[src/rtl/ser_tx_pkg.sv]
package ser_tx_pkg;

    localparam int CHAR_W = 9;

    typedef enum logic [1:0] {
        ST_IDLE,
        ST_START,
        ST_DATA,
        ST_STOP
    } tx_state_t;

    typedef struct packed {
        logic [3:0]        nbits;
        logic [CHAR_W-1:0] bits;
    } frame_t;

    // Payload shaping per format code; unknown codes fall back to 8 plain bits.
    function automatic frame_t build_frame(input logic [2:0] fmt,
                                           input logic odd,
                                           input logic [CHAR_W-1:0] d);
        frame_t f;
        f.nbits = 4'd8;
        f.bits  = {1'b0, d[7:0]};
        case (fmt)
            3'b011: f.bits = {1'b0, (^d[6:0]) ^ odd, d[6:0]};
            3'b100, 3'b101: begin
                f.nbits = 4'd9;
                f.bits  = d;
            end
            3'b111: begin
                f.nbits = 4'd9;
                f.bits  = {(^d[7:0]) ^ odd, d[7:0]};
            end
            default: f.bits = {1'b0, d[7:0]};
        endcase
        return f;
    endfunction

endpackage

[src/rtl/ser_tx_fifo.sv]
module ser_tx_fifo #(
    parameter int DEPTH = 16,
    parameter int W     = 9,
    localparam int PTR_W = $clog2(DEPTH),
    localparam int CNT_W = PTR_W + 1
) (
    input  logic             clk,
    input  logic             rst_n,
    input  logic             flush,
    input  logic             push,
    input  logic [W-1:0]     wdata,
    input  logic             pop,
    output logic [W-1:0]     rdata,
    output logic [CNT_W-1:0] count
);

    logic [W-1:0]     mem [DEPTH];
    logic [PTR_W-1:0] wptr, rptr;
    logic             push_ok, pop_ok;

    assign push_ok = push && !flush && (count != CNT_W'(DEPTH));
    assign pop_ok  = pop && !flush && (count != '0);
    assign rdata   = mem[rptr];

    function automatic logic [PTR_W-1:0] bump(input logic [PTR_W-1:0] p);
        return (p == PTR_W'(DEPTH - 1)) ? '0 : p + PTR_W'(1);
    endfunction

    always_ff @(posedge clk) begin
        if (push_ok) begin
            mem[wptr] <= wdata;
        end
    end

    always_ff @(posedge clk or negedge rst_n) begin
        if (!rst_n) begin
            wptr  <= '0;
            rptr  <= '0;
            count <= '0;
        end else if (flush) begin
            wptr  <= '0;
            rptr  <= '0;
            count <= '0;
        end else begin
            if (push_ok) wptr <= bump(wptr);
            if (pop_ok)  rptr <= bump(rptr);
            unique case ({push_ok, pop_ok})
                2'b10:   count <= count + CNT_W'(1);
                2'b01:   count <= count - CNT_W'(1);
                default: count <= count;
            endcase
        end
    end

endmodule

[src/rtl/ser_tx_fsm.sv]
module ser_tx_fsm
    import ser_tx_pkg::*;
#(
    parameter int TICKS_PER_BIT = 16,
    localparam int HALF = TICKS_PER_BIT / 2,
    localparam int TW   = $clog2(2 * TICKS_PER_BIT) + 1
) (
    input  logic              clk,
    input  logic              rst_n,
    input  logic              tick,
    input  logic              avail,
    input  logic              gate_open,
    input  logic [CHAR_W-1:0] data,
    input  logic [2:0]        fmt,
    input  logic [1:0]        stop_sel,
    input  logic              par_odd,
    output logic              pop,
    output logic              busy,
    output logic              serial
);

    tx_state_t         state, state_d;
    logic [TW-1:0]     tcnt, stop_len;
    logic [3:0]        bidx, nbits;
    logic [CHAR_W-1:0] shreg;
    logic              go, bit_end, stop_end, load;
    frame_t            nf;

    assign nf       = build_frame(fmt, par_odd, data);
    assign go       = tick && avail && gate_open;
    assign bit_end  = tick && (tcnt == TW'(TICKS_PER_BIT - 1));
    assign stop_end = tick && (tcnt == stop_len - TW'(1));

    // Next-state logic: launch, start-done, data-done, stop-done / chain.
    always_comb begin
        state_d = state;
        load    = 1'b0;
        unique case (state)
            ST_IDLE: if (go) begin
                state_d = ST_START;
                load    = 1'b1;
            end
            ST_START: if (bit_end) state_d = ST_DATA;
            ST_DATA:  if (bit_end && (bidx == nbits - 4'd1)) state_d = ST_STOP;
            ST_STOP: if (stop_end) begin
                state_d = go ? ST_START : ST_IDLE;
                load    = go;
            end
            default: state_d = ST_IDLE;
        endcase
    end

    // State register and frame datapath.
    always_ff @(posedge clk or negedge rst_n) begin
        if (!rst_n) begin
            state    <= ST_IDLE;
            tcnt     <= '0;
            bidx     <= '0;
            nbits    <= 4'd8;
            shreg    <= '0;
            stop_len <= TW'(TICKS_PER_BIT);
        end else begin
            state <= state_d;
            if (load) begin
                shreg    <= nf.bits;
                nbits    <= nf.nbits;
                stop_len <= TW'((32'(stop_sel) + 1) * HALF);
                tcnt     <= '0;
                bidx     <= '0;
            end else if (state != state_d) begin
                tcnt <= '0;
            end else if (tick) begin
                if (state == ST_DATA && bit_end) begin
                    tcnt  <= '0;
                    bidx  <= bidx + 4'd1;
                    shreg <= shreg >> 1;
                end else begin
                    tcnt <= tcnt + TW'(1);
                end
            end
        end
    end

    // Outputs.
    always_comb begin
        pop  = load;
        busy = (state != ST_IDLE);
        unique case (state)
            ST_START: serial = 1'b0;
            ST_DATA:  serial = shreg[0];
            default:  serial = 1'b1;
        endcase
    end

endmodule

[src/rtl/ser_tx.sv]
module ser_tx
    import ser_tx_pkg::*;
#(
    parameter int WORD_W        = 16,
    parameter int DEPTH         = 16,
    parameter int TICKS_PER_BIT = 16,
    localparam int CNT_W = $clog2(DEPTH) + 1
) (
    input  logic              clk,
    input  logic              rst_n,
    input  logic              tick16,
    input  logic              wr_en,
    input  logic [WORD_W-1:0] wr_data,
    input  logic              fifo_flush,
    input  logic [2:0]        fmt_code,
    input  logic [1:0]        stop_code,
    input  logic              par_odd,
    input  logic              cts_en,
    input  logic              cts_ok,
    input  logic              lpbk_en,
    output logic              tx_line,
    output logic              loop_line,
    output logic              tx_empty,
    output logic              half_empty,
    output logic              fifo_full
);

    logic [CNT_W-1:0]  fifo_cnt;
    logic [CHAR_W-1:0] head;
    logic              pop, busy, serial;

    ser_tx_fifo #(.DEPTH(DEPTH), .W(CHAR_W)) u_fifo (
        .clk   (clk),
        .rst_n (rst_n),
        .flush (fifo_flush),
        .push  (wr_en),
        .wdata (wr_data[CHAR_W-1:0]),
        .pop   (pop),
        .rdata (head),
        .count (fifo_cnt)
    );

    ser_tx_fsm #(.TICKS_PER_BIT(TICKS_PER_BIT)) u_fsm (
        .clk       (clk),
        .rst_n     (rst_n),
        .tick      (tick16),
        .avail     (fifo_cnt != '0),
        .gate_open (!cts_en || cts_ok),
        .data      (head),
        .fmt       (fmt_code),
        .stop_sel  (stop_code),
        .par_odd   (par_odd),
        .pop       (pop),
        .busy      (busy),
        .serial    (serial)
    );

    assign tx_empty   = (fifo_cnt == '0) && !busy;
    assign half_empty = (fifo_cnt <= CNT_W'(DEPTH / 2));
    assign fifo_full  = (fifo_cnt == CNT_W'(DEPTH));
    assign tx_line    = lpbk_en ? 1'b1 : serial;
    assign loop_line  = lpbk_en ? serial : 1'b1;

endmodule

[config.mk]
export PLATFORM = sky130hd
export DESIGN_NAME = ser_tx
export DESIGN_NICKNAME = d
export VERILOG_FILES = /design/src/rtl/ser_tx_pkg.sv /design/src/rtl/ser_tx_fifo.sv /design/src/rtl/ser_tx_fsm.sv /design/src/rtl/ser_tx.sv
export SDC_FILE = /design/constraint.sdc
export NUM_CORES = 1
export LEC_CHECK = 0
export BUFFER_PORTS_ARGS = -buffer_cell sky130_fd_sc_hd__buf_2
export CAP_MARGIN = 20
export CORE_ASPECT_RATIO = 0.9
export CORE_MARGIN = 10
export CORE_UTILIZATION = 55
export CTS_BUF_LIST = sky130_fd_sc_hd__clkbuf_16
export DETAILED_ROUTE_END_ITERATION = 8
export HOLD_SLACK_MARGIN = 0.02
export PLACE_DENSITY = 0.86
export SYNTH_ARGS = -nofsm -noshare
export SYNTH_HDL_FRONTEND = slang
export SYNTH_SLANG_ARGS = --single-unit
[constraint.sdc]
create_clock -name clk -period 2.7 [get_ports clk]
set_clock_uncertainty 0.05 [all_clocks]
set_input_delay 0.135 -clock clk [delete_from_list [all_inputs] [get_ports clk]]
set_output_delay 0.135 -clock clk [all_outputs]
set_load 0.005 [all_outputs]
# Word level (Yosys, flattened, before mapping)

Memories as Yosys holds them, arrays and structs flattened.
Cells that the tools add are included.

Bits in latches: 0
Output and inout bits: 5
Memory bits (writable): 144
Flip-flop bits (word level): 41
Bits of input ports: 30
ROM bits: 0
Word-level logic and storage cells: 106
Memories kept: 1

Memory list:

| name       | depth | bits a word | read ports | clocked after memory_dff | write ports | RTL line          | text |
|---|---|---|---|---|---|---|---|
| u_fifo.mem | 16    | 9           | 1          | 0                        | 1           | ser_tx_fifo.sv:17 | `logic [W-1:0] mem [DEPTH];` |

$lt $le $gt $ge: 1
Equality and inequality tests: 18
Multipliers: 0
Reductions and logical operators: 30
Shift-type cells: 0
Bitwise operators: 2
Add/subtract/negate cells: 9
Div/mod/pow operators: 0
Multiplexer cells: 36

Operators with widths:

| kind                                                 | count |
|---|---|
| two-way mux 4 bit                                    | 10 |
| two-way mux 9 bit                                    | 4 |
| case mux 9 bit (3 select lines)                      | 1 |
| two-way mux 6 bit                                    | 4 |
| adder 4 x 1 -> 4 bit (second input constant)         | 3 |
| logical AND 1 bit                                    | 11 |
| case mux 5 bit (2 select lines)                      | 1 |
| nonzero test 2 bit                                   | 5 |
| equality test 3 bit (second input constant)          | 3 |
| equality test 4 bit (second input constant)          | 2 |
| two-way mux 1 bit                                    | 8 |
| two-way mux 2 bit                                    | 4 |
| case mux 2 bit (4 select lines)                      | 1 |
| XOR reduction 8 bit                                  | 1 |
| XOR reduction 7 bit                                  | 1 |
| adder 6 x 1 -> 6 bit (second input constant)         | 1 |
| equality test 2 bit (second input constant)          | 3 |
| equality test 6 x 4 -> 1 bit (second input constant) | 1 |
| equality test 6 bit                                  | 1 |
| nonzero test 3 bit                                   | 2 |
| subtractor 6 x 1 -> 6 bit (second input constant)    | 1 |
| adder 5 x 1 -> 5 bit (second input constant)         | 1 |
| equality test 5 bit (second input constant)          | 1 |
| <= comparator 5 x 4 -> 1 bit (second input constant) | 1 |
| 20 further kinds                                     | 25 |

# Longest topological paths before layout

Word-level depth: 10
Mapped depth: 12
Mapped depth without buffers: 12

# Hierarchy

A second synthesis with hierarchy kept.

Cell total of the unflattened synthesis: 522
Area, all modules: 8181.6 um^2

Modules (own cells, without submodules):

| module      | area each (um^2) | times used | cells each | seq. area each (um^2) |
|---|---|---|---|---|
| ser_tx_fifo | 6418.7           | 1          | 319        | 4649.5 |
| ser_tx_fsm  | 1684.1           | 1          | 194        | 626.9 |
| ser_tx      | 78.8             | 1          | 9          | 0.0 |

# Worst setup path before layout

No wires, ideal clock.

Kind: reg2reg
Start: reg u_fsm.stop_len[4]
End: reg u_fifo.count[4]
Cell stages (with the launch flop): 13
Clock period less this slack: 2968 ps
Required time: 2522 ps
Slack: -268 ps
Buffers on the path: 0
Arrival: 2790 ps
Setup time: 128 ps
Path through: dfstp_2 > inv_1 > ha_1 > xor3_1 > nor4_1 > a21o_1 > nand2_1 > xnor2_1 > ha_1 > o211a_1 > o221a_2 > o21ai_0 > nand3_1

Word-level cells in the longest chain between the ends: 10
Elaborated cells between the ends (all ways): 12
Classes of those cells: 1 x add/sub; 3 x eq/ne; 4 x mux; 4 x reduce/logical

RTL lines:

| what                                                                       | RTL line          | text |
|---|---|---|
| start, declared                                                            | ser_tx_fsm.sv:23  | `logic [TW-1:0] tcnt, stop_len;` |
| start signal, assigned                                                     | ser_tx_fsm.sv:61  | `stop_len <= TW'(TICKS_PER_BIT);` |
| start signal, assigned                                                     | ser_tx_fsm.sv:67  | `stop_len <= TW'((32'(stop_sel) + 1) * HALF);` |
| subtractor 6 x 1 -> 6 bit *                                                | ser_tx_fsm.sv:32  | `assign stop_end = tick && (tcnt == stop_len - TW'(1));` |
| equality test 6 bit *                                                      | ser_tx_fsm.sv:32  |  |
| logical AND 1 bit *                                                        | ser_tx_fsm.sv:32  |  |
| two-way mux 1 bit *                                                        | ser_tx_fsm.sv:45  | `ST_STOP: if (stop_end) begin` |
| case mux 1 bit (2 select lines) *                                          | ser_tx_fsm.sv:38  | `unique case (state)` |
| logical AND 1 bit * (2 in series)                                          | ser_tx_fifo.sv:22 | `assign pop_ok = pop && !flush && (count != '0);` |
| equality test 2 x 1 -> 1 bit / equality test 2 bit (equally long branches) | ser_tx_fifo.sv:47 | `unique case ({push_ok, pop_ok})` |
| case mux 5 bit (2 select lines)                                            | ser_tx_fifo.sv:47 |  |
| two-way mux 5 bit                                                          | ser_tx_fifo.sv:40 | `end else if (flush) begin` |
| end signal, assigned                                                       | ser_tx_fifo.sv:48 | `2'b10: count <= count + CNT_W'(1);` |
| end signal, assigned                                                       | ser_tx_fifo.sv:49 | `2'b01: count <= count - CNT_W'(1);` |
| end signal, assigned                                                       | ser_tx_fifo.sv:50 | `default: count <= count;` |
| end, declared                                                              | ser_tx_fifo.sv:14 | `output logic [CNT_W-1:0] count` |

Every way passes the cells marked *; elsewhere a longest branch is shown, timed or not.
A chain may end at the register's enable or synchronous reset.

# Final worst setup path

Start: reg u_fifo.rptr[0]
End: reg u_fsm.shreg[7]

Word-level cells in the longest chain between the ends: 5

RTL lines:

| what                              | RTL line          | text |
|---|---|---|
| start, declared                   | ser_tx_fifo.sv:18 | `logic [PTR_W-1:0] wptr, rptr;` |
| start signal, assigned            | ser_tx_fifo.sv:46 | `if (pop_ok) rptr <= bump(rptr);` |
| memory read (16 x 9 bit) *        | --                |  |
| XOR reduction 7 bit               | ser_tx_pkg.sv:25  | `3'b011: f.bits = {1'b0, (^d[6:0]) ^ odd, d[6:0]};` |
| XOR 1 bit                         | ser_tx_pkg.sv:25  |  |
| case mux 9 bit (3 select lines) * | ser_tx_pkg.sv:24  | `case (fmt)` |
| two-way mux 9 bit *               | ser_tx_fsm.sv:64  | `if (load) begin` |
| end signal, assigned              | ser_tx_fsm.sv:65  | `shreg <= nf.bits;` |
| end signal, assigned              | ser_tx_fsm.sv:76  | `shreg <= shreg >> 1;` |
| end, declared                     | ser_tx_fsm.sv:25  | `logic [CHAR_W-1:0] shreg;` |

Marked as above.

==> summary.md <==
| Metric | Value |
|---|---|
| Cell area after placement | 8660 µm² |
| Setup TNS | -0.563 ns |
| # placed instances | 742 |
| Crit. End Element | register |
| Clk slew on worst S/H paths | 0.07 ns |
| Layout area overhead | 19.5% |
| Yosys cell types | 55 |
| Leading cell type in the layout, fill and taps excluded | edfxtp_1 |
| CTS tree | yes |
| Least-Margin Pin Slew | ~0.98 ns |
| Post-Route WL | 18,300 µm |
| Horiz. Die Dim | 147 µm |
| Final cycle utilization of the critical path | 110% |
| IO Pins | 35 |
| Die area | just under 20,000 µm² |
| 1st-iter DRT viols | 473 |
| Post-Synthesis Net Count | around 550 |
| Cell Area, Synth | 7980 µm² |
| Tmin final | 2.98 ns |
| Fin area | 9540 µm² |
| Setup CP Type | reg -> reg |
| Routed Antenna Nets | 0 |
| # Max-Cap Violations | 0 |
| Fraction of registers with async set/reset | 20.9% |
| Largest net degree at the start of global routing | 39 |
| Total CTS buffers | 17 |
| Post-synth EDFFs | 144 |
| CTS root buf | clkbuf_16 |
| Gpl congestion | 0.838 |
| Warnings, synthesis | 0 |
| IO buf count | 27 |
| Top FF cell, synth | edfxtp_1 |
| Via count | slightly below 5,000 |
| Commonest cells after routing, fill and taps aside | edfxtp_1, buf_4, nor2_1, mux4_2, dfrtp_1 |
| Worst Hold Margin | 0.0397 ns |
| Maximum vdd drop | 0.541 mV |
| Vias in the first global route | 4,980 |
| Placeable Area | around 14,000 µm² |
| Worst-Skew Late Latency | 0.43 ns |
| Max H-tree Level | 4 |
| Starting Density | 56.6% |
| Drc violations | 0 |
| Ant diodes | 0 |
| CP Data Required Time | 3.02 ns |
| Critical path startpoint category | register |
| Row cnt | ~40 |
| Final hold vios | 0 |
| Max-slew headroom | 34.1% |
| Final Max Slew Viols | 0 |
| Status | complete, but fails checks |
| Sequential area share after synthesis | 66.1% |
| HPWL after DPL | 11,100 µm |
| Clock Sinks | 182 |
| DR vias/cell | between 6 and 7 |
| Worst slack, placed | -0.203 ns |
| Height of the chip | 134 µm |
| Fmax | 0.335 GHz |
| Synth Register Bits | 182 |
| Share of layout cells above drive strength 1 | 30.8% |
| Post-Syn Instances | 501 |
| Setup-failing EPs final | 2 |
| Crit Path Max Fanout | 6 |
| Final cell count without fillers | 796 |
| Global-route usage over all layers | 18.3% |
| Routed len/inst | between 20 and 25 µm |
| Hold Crit Class | in -> reg |
| First-pass GRT wire length | around 28,000 µm |
| Violated checks | setup timing |
| Crit path DAT | between 3 and 4 ns |
| Lkg Pwr | 3.58 nW |
| Setup ws final | -0.283 ns |
| Initial antenna violation count | 0 |
| RSZ-0062 raised after global routing | true |
| Nets | about 640 |
| DRT Pass-1 Iters | 7 |
| Mapped Avg Cell Area | 15.9 µm² |
| R2R Setup Slk | -0.28 ns |
| Total gr overflow | 0 |
| Longest Clk Path Bufs | 2 |
| Power Density | slightly below 800 nW/µm² |
==> cell families (layout without fill, tap and decap cells) <==
| group | Yosys count | in the layout | share of synthesized area [%] |
|---|---|---|---|
| muxes | 54 | 54 | 13.1 |
| AOI/OAI and AO/OA | 68 | 68 | 6.08 |
| DFF | 182 | 182 | 66.1 |
| xor gates and xnor gates | 22 | 22 | 2.95 |
| buffers and inverters | 38 | 140 | 2.30 |
| adders and majority gates | 16 | 16 | 2.51 |
| and+or+nand+nor | 121 | 121 | 6.96 |
==> routing by layer <==
layer	vias up	track usage, %	part of all wire [%]	routed length, µm
met3	32	5.31	7.7	1410
met1	2468	22.5	39	7160
li1	2127	-	-	-
met4	0	6.88	2.1	379
met2	229	30.2	51	9370
met5	-	0	0	0
==> cell usage after synthesis (3+ instances only) <==
master    count  area, µm²
dfrtp_1      37        926
clkbuf_1     14       52.6
ha_1         16        200
a22oi_1       4       30.0
o211ai_1      3       22.5
nand3_1       9       45.0
nand4_1       3       18.8
nand2b_1      6       37.5
or3_1         5       31.3
and2_1        4       25.0
a22o_1        4       35.0
nor2_1       43        161
nor4_1        5       31.3
xor2_1        8       70.1
a21o_1        5       37.5
buf_2         5       25.0
mux4_2       34        766
nor3_1        9       45.0
nand2_1      31        116
a21oi_1      17       85.1
xnor2_1      11       96.3
edfxtp_1    144       4320
mux4_1        5        131
mux2i_1      15        150
o21ai_0      12       60.1
inv_1        13       48.8
==> report_power, final <==
| part | leakage [nW] | internal (W) | switching (W) |
|---|---|---|---|
| Combinational | 1.52 | 0.000906 | 0.000820 |
| Sequential | 1.79 | 0.00320 | 0.000124 |
| Clock | 0.272 | 0.00128 | 0.00108 |
| Total | 3.58 | 0.00538 | 0.00202 |
==> registers in the layout (all words and copies together), names as in the netlist, 2 cells and up <==
signal,count
u_fifo.count,5
u_fifo.mem,144
u_fifo.rptr,4
u_fifo.wptr,4
u_fsm.bidx,4
u_fsm.shreg,9
u_fsm.state,2
u_fsm.stop_len,3
u_fsm.tcnt,6
==> final cells by class <==
type                       instances  area [µm²]
sequential                       182        5280
fill                             852        4560
multi-input combinational        281        2650
timing repair buffer              97         776
clock buffer                      17         425
tap                              193         241
clock inverter                    13         126
inverter                          13        48.8
==> final timing paths <==
| check | start | endpoint | cells past startpoint |
|---|---|---|---|
| worst max-delay path | u_fifo.rptr[0] | u_fsm.shreg[7] | 9 |
| min in group asynchronous | rst_n | u_fifo.count[1] | 2 |
| max in group asynchronous | rst_n | u_fifo.rptr[0] | 2 |
| worst max register to register | u_fifo.rptr[0] | u_fsm.shreg[7] | 9 |
| worst min-delay path | wr_data[7] | u_fifo.mem[7][7] | 1 |
| worst min register to register | u_fsm.stop_len[5] | u_fsm.stop_len[5] | 2 |
==> per-stage QoR <==
stage	power, W	utilization (%)
3_3_place_gp	0.00478	61.4
5_1_grt	0.00770	67.6
2_1_floorplan	0.00440	-
3_5_place_dp	0.00485	61.4
6_report	0.00741	67.6
4_1_cts	0.00724	66.3
==> critical path, stage by stage, from the launching register on <==
cell and delay [ns]:
dfrtp_2 0.41, buf_12 0.14, buf_4 0.11, mux4_1 0.54
a22o_1 0.30, a221oi_2 0.27, xnor3_1 0.40, xnor3_1 0.23
o311a_1 0.37, a21oi_2 0.10
==> timing repair <==
action                                 4_1_cts  5_1_grt
setup endpoints to repair                    4       51
buffers inserted                             5       10
endpoints found under the hold margin       67        0
hold buffers                                 8        0
gates resized for setup                      5       21
pin swaps                                    9       10
Power figures use the tool's default switching activity.
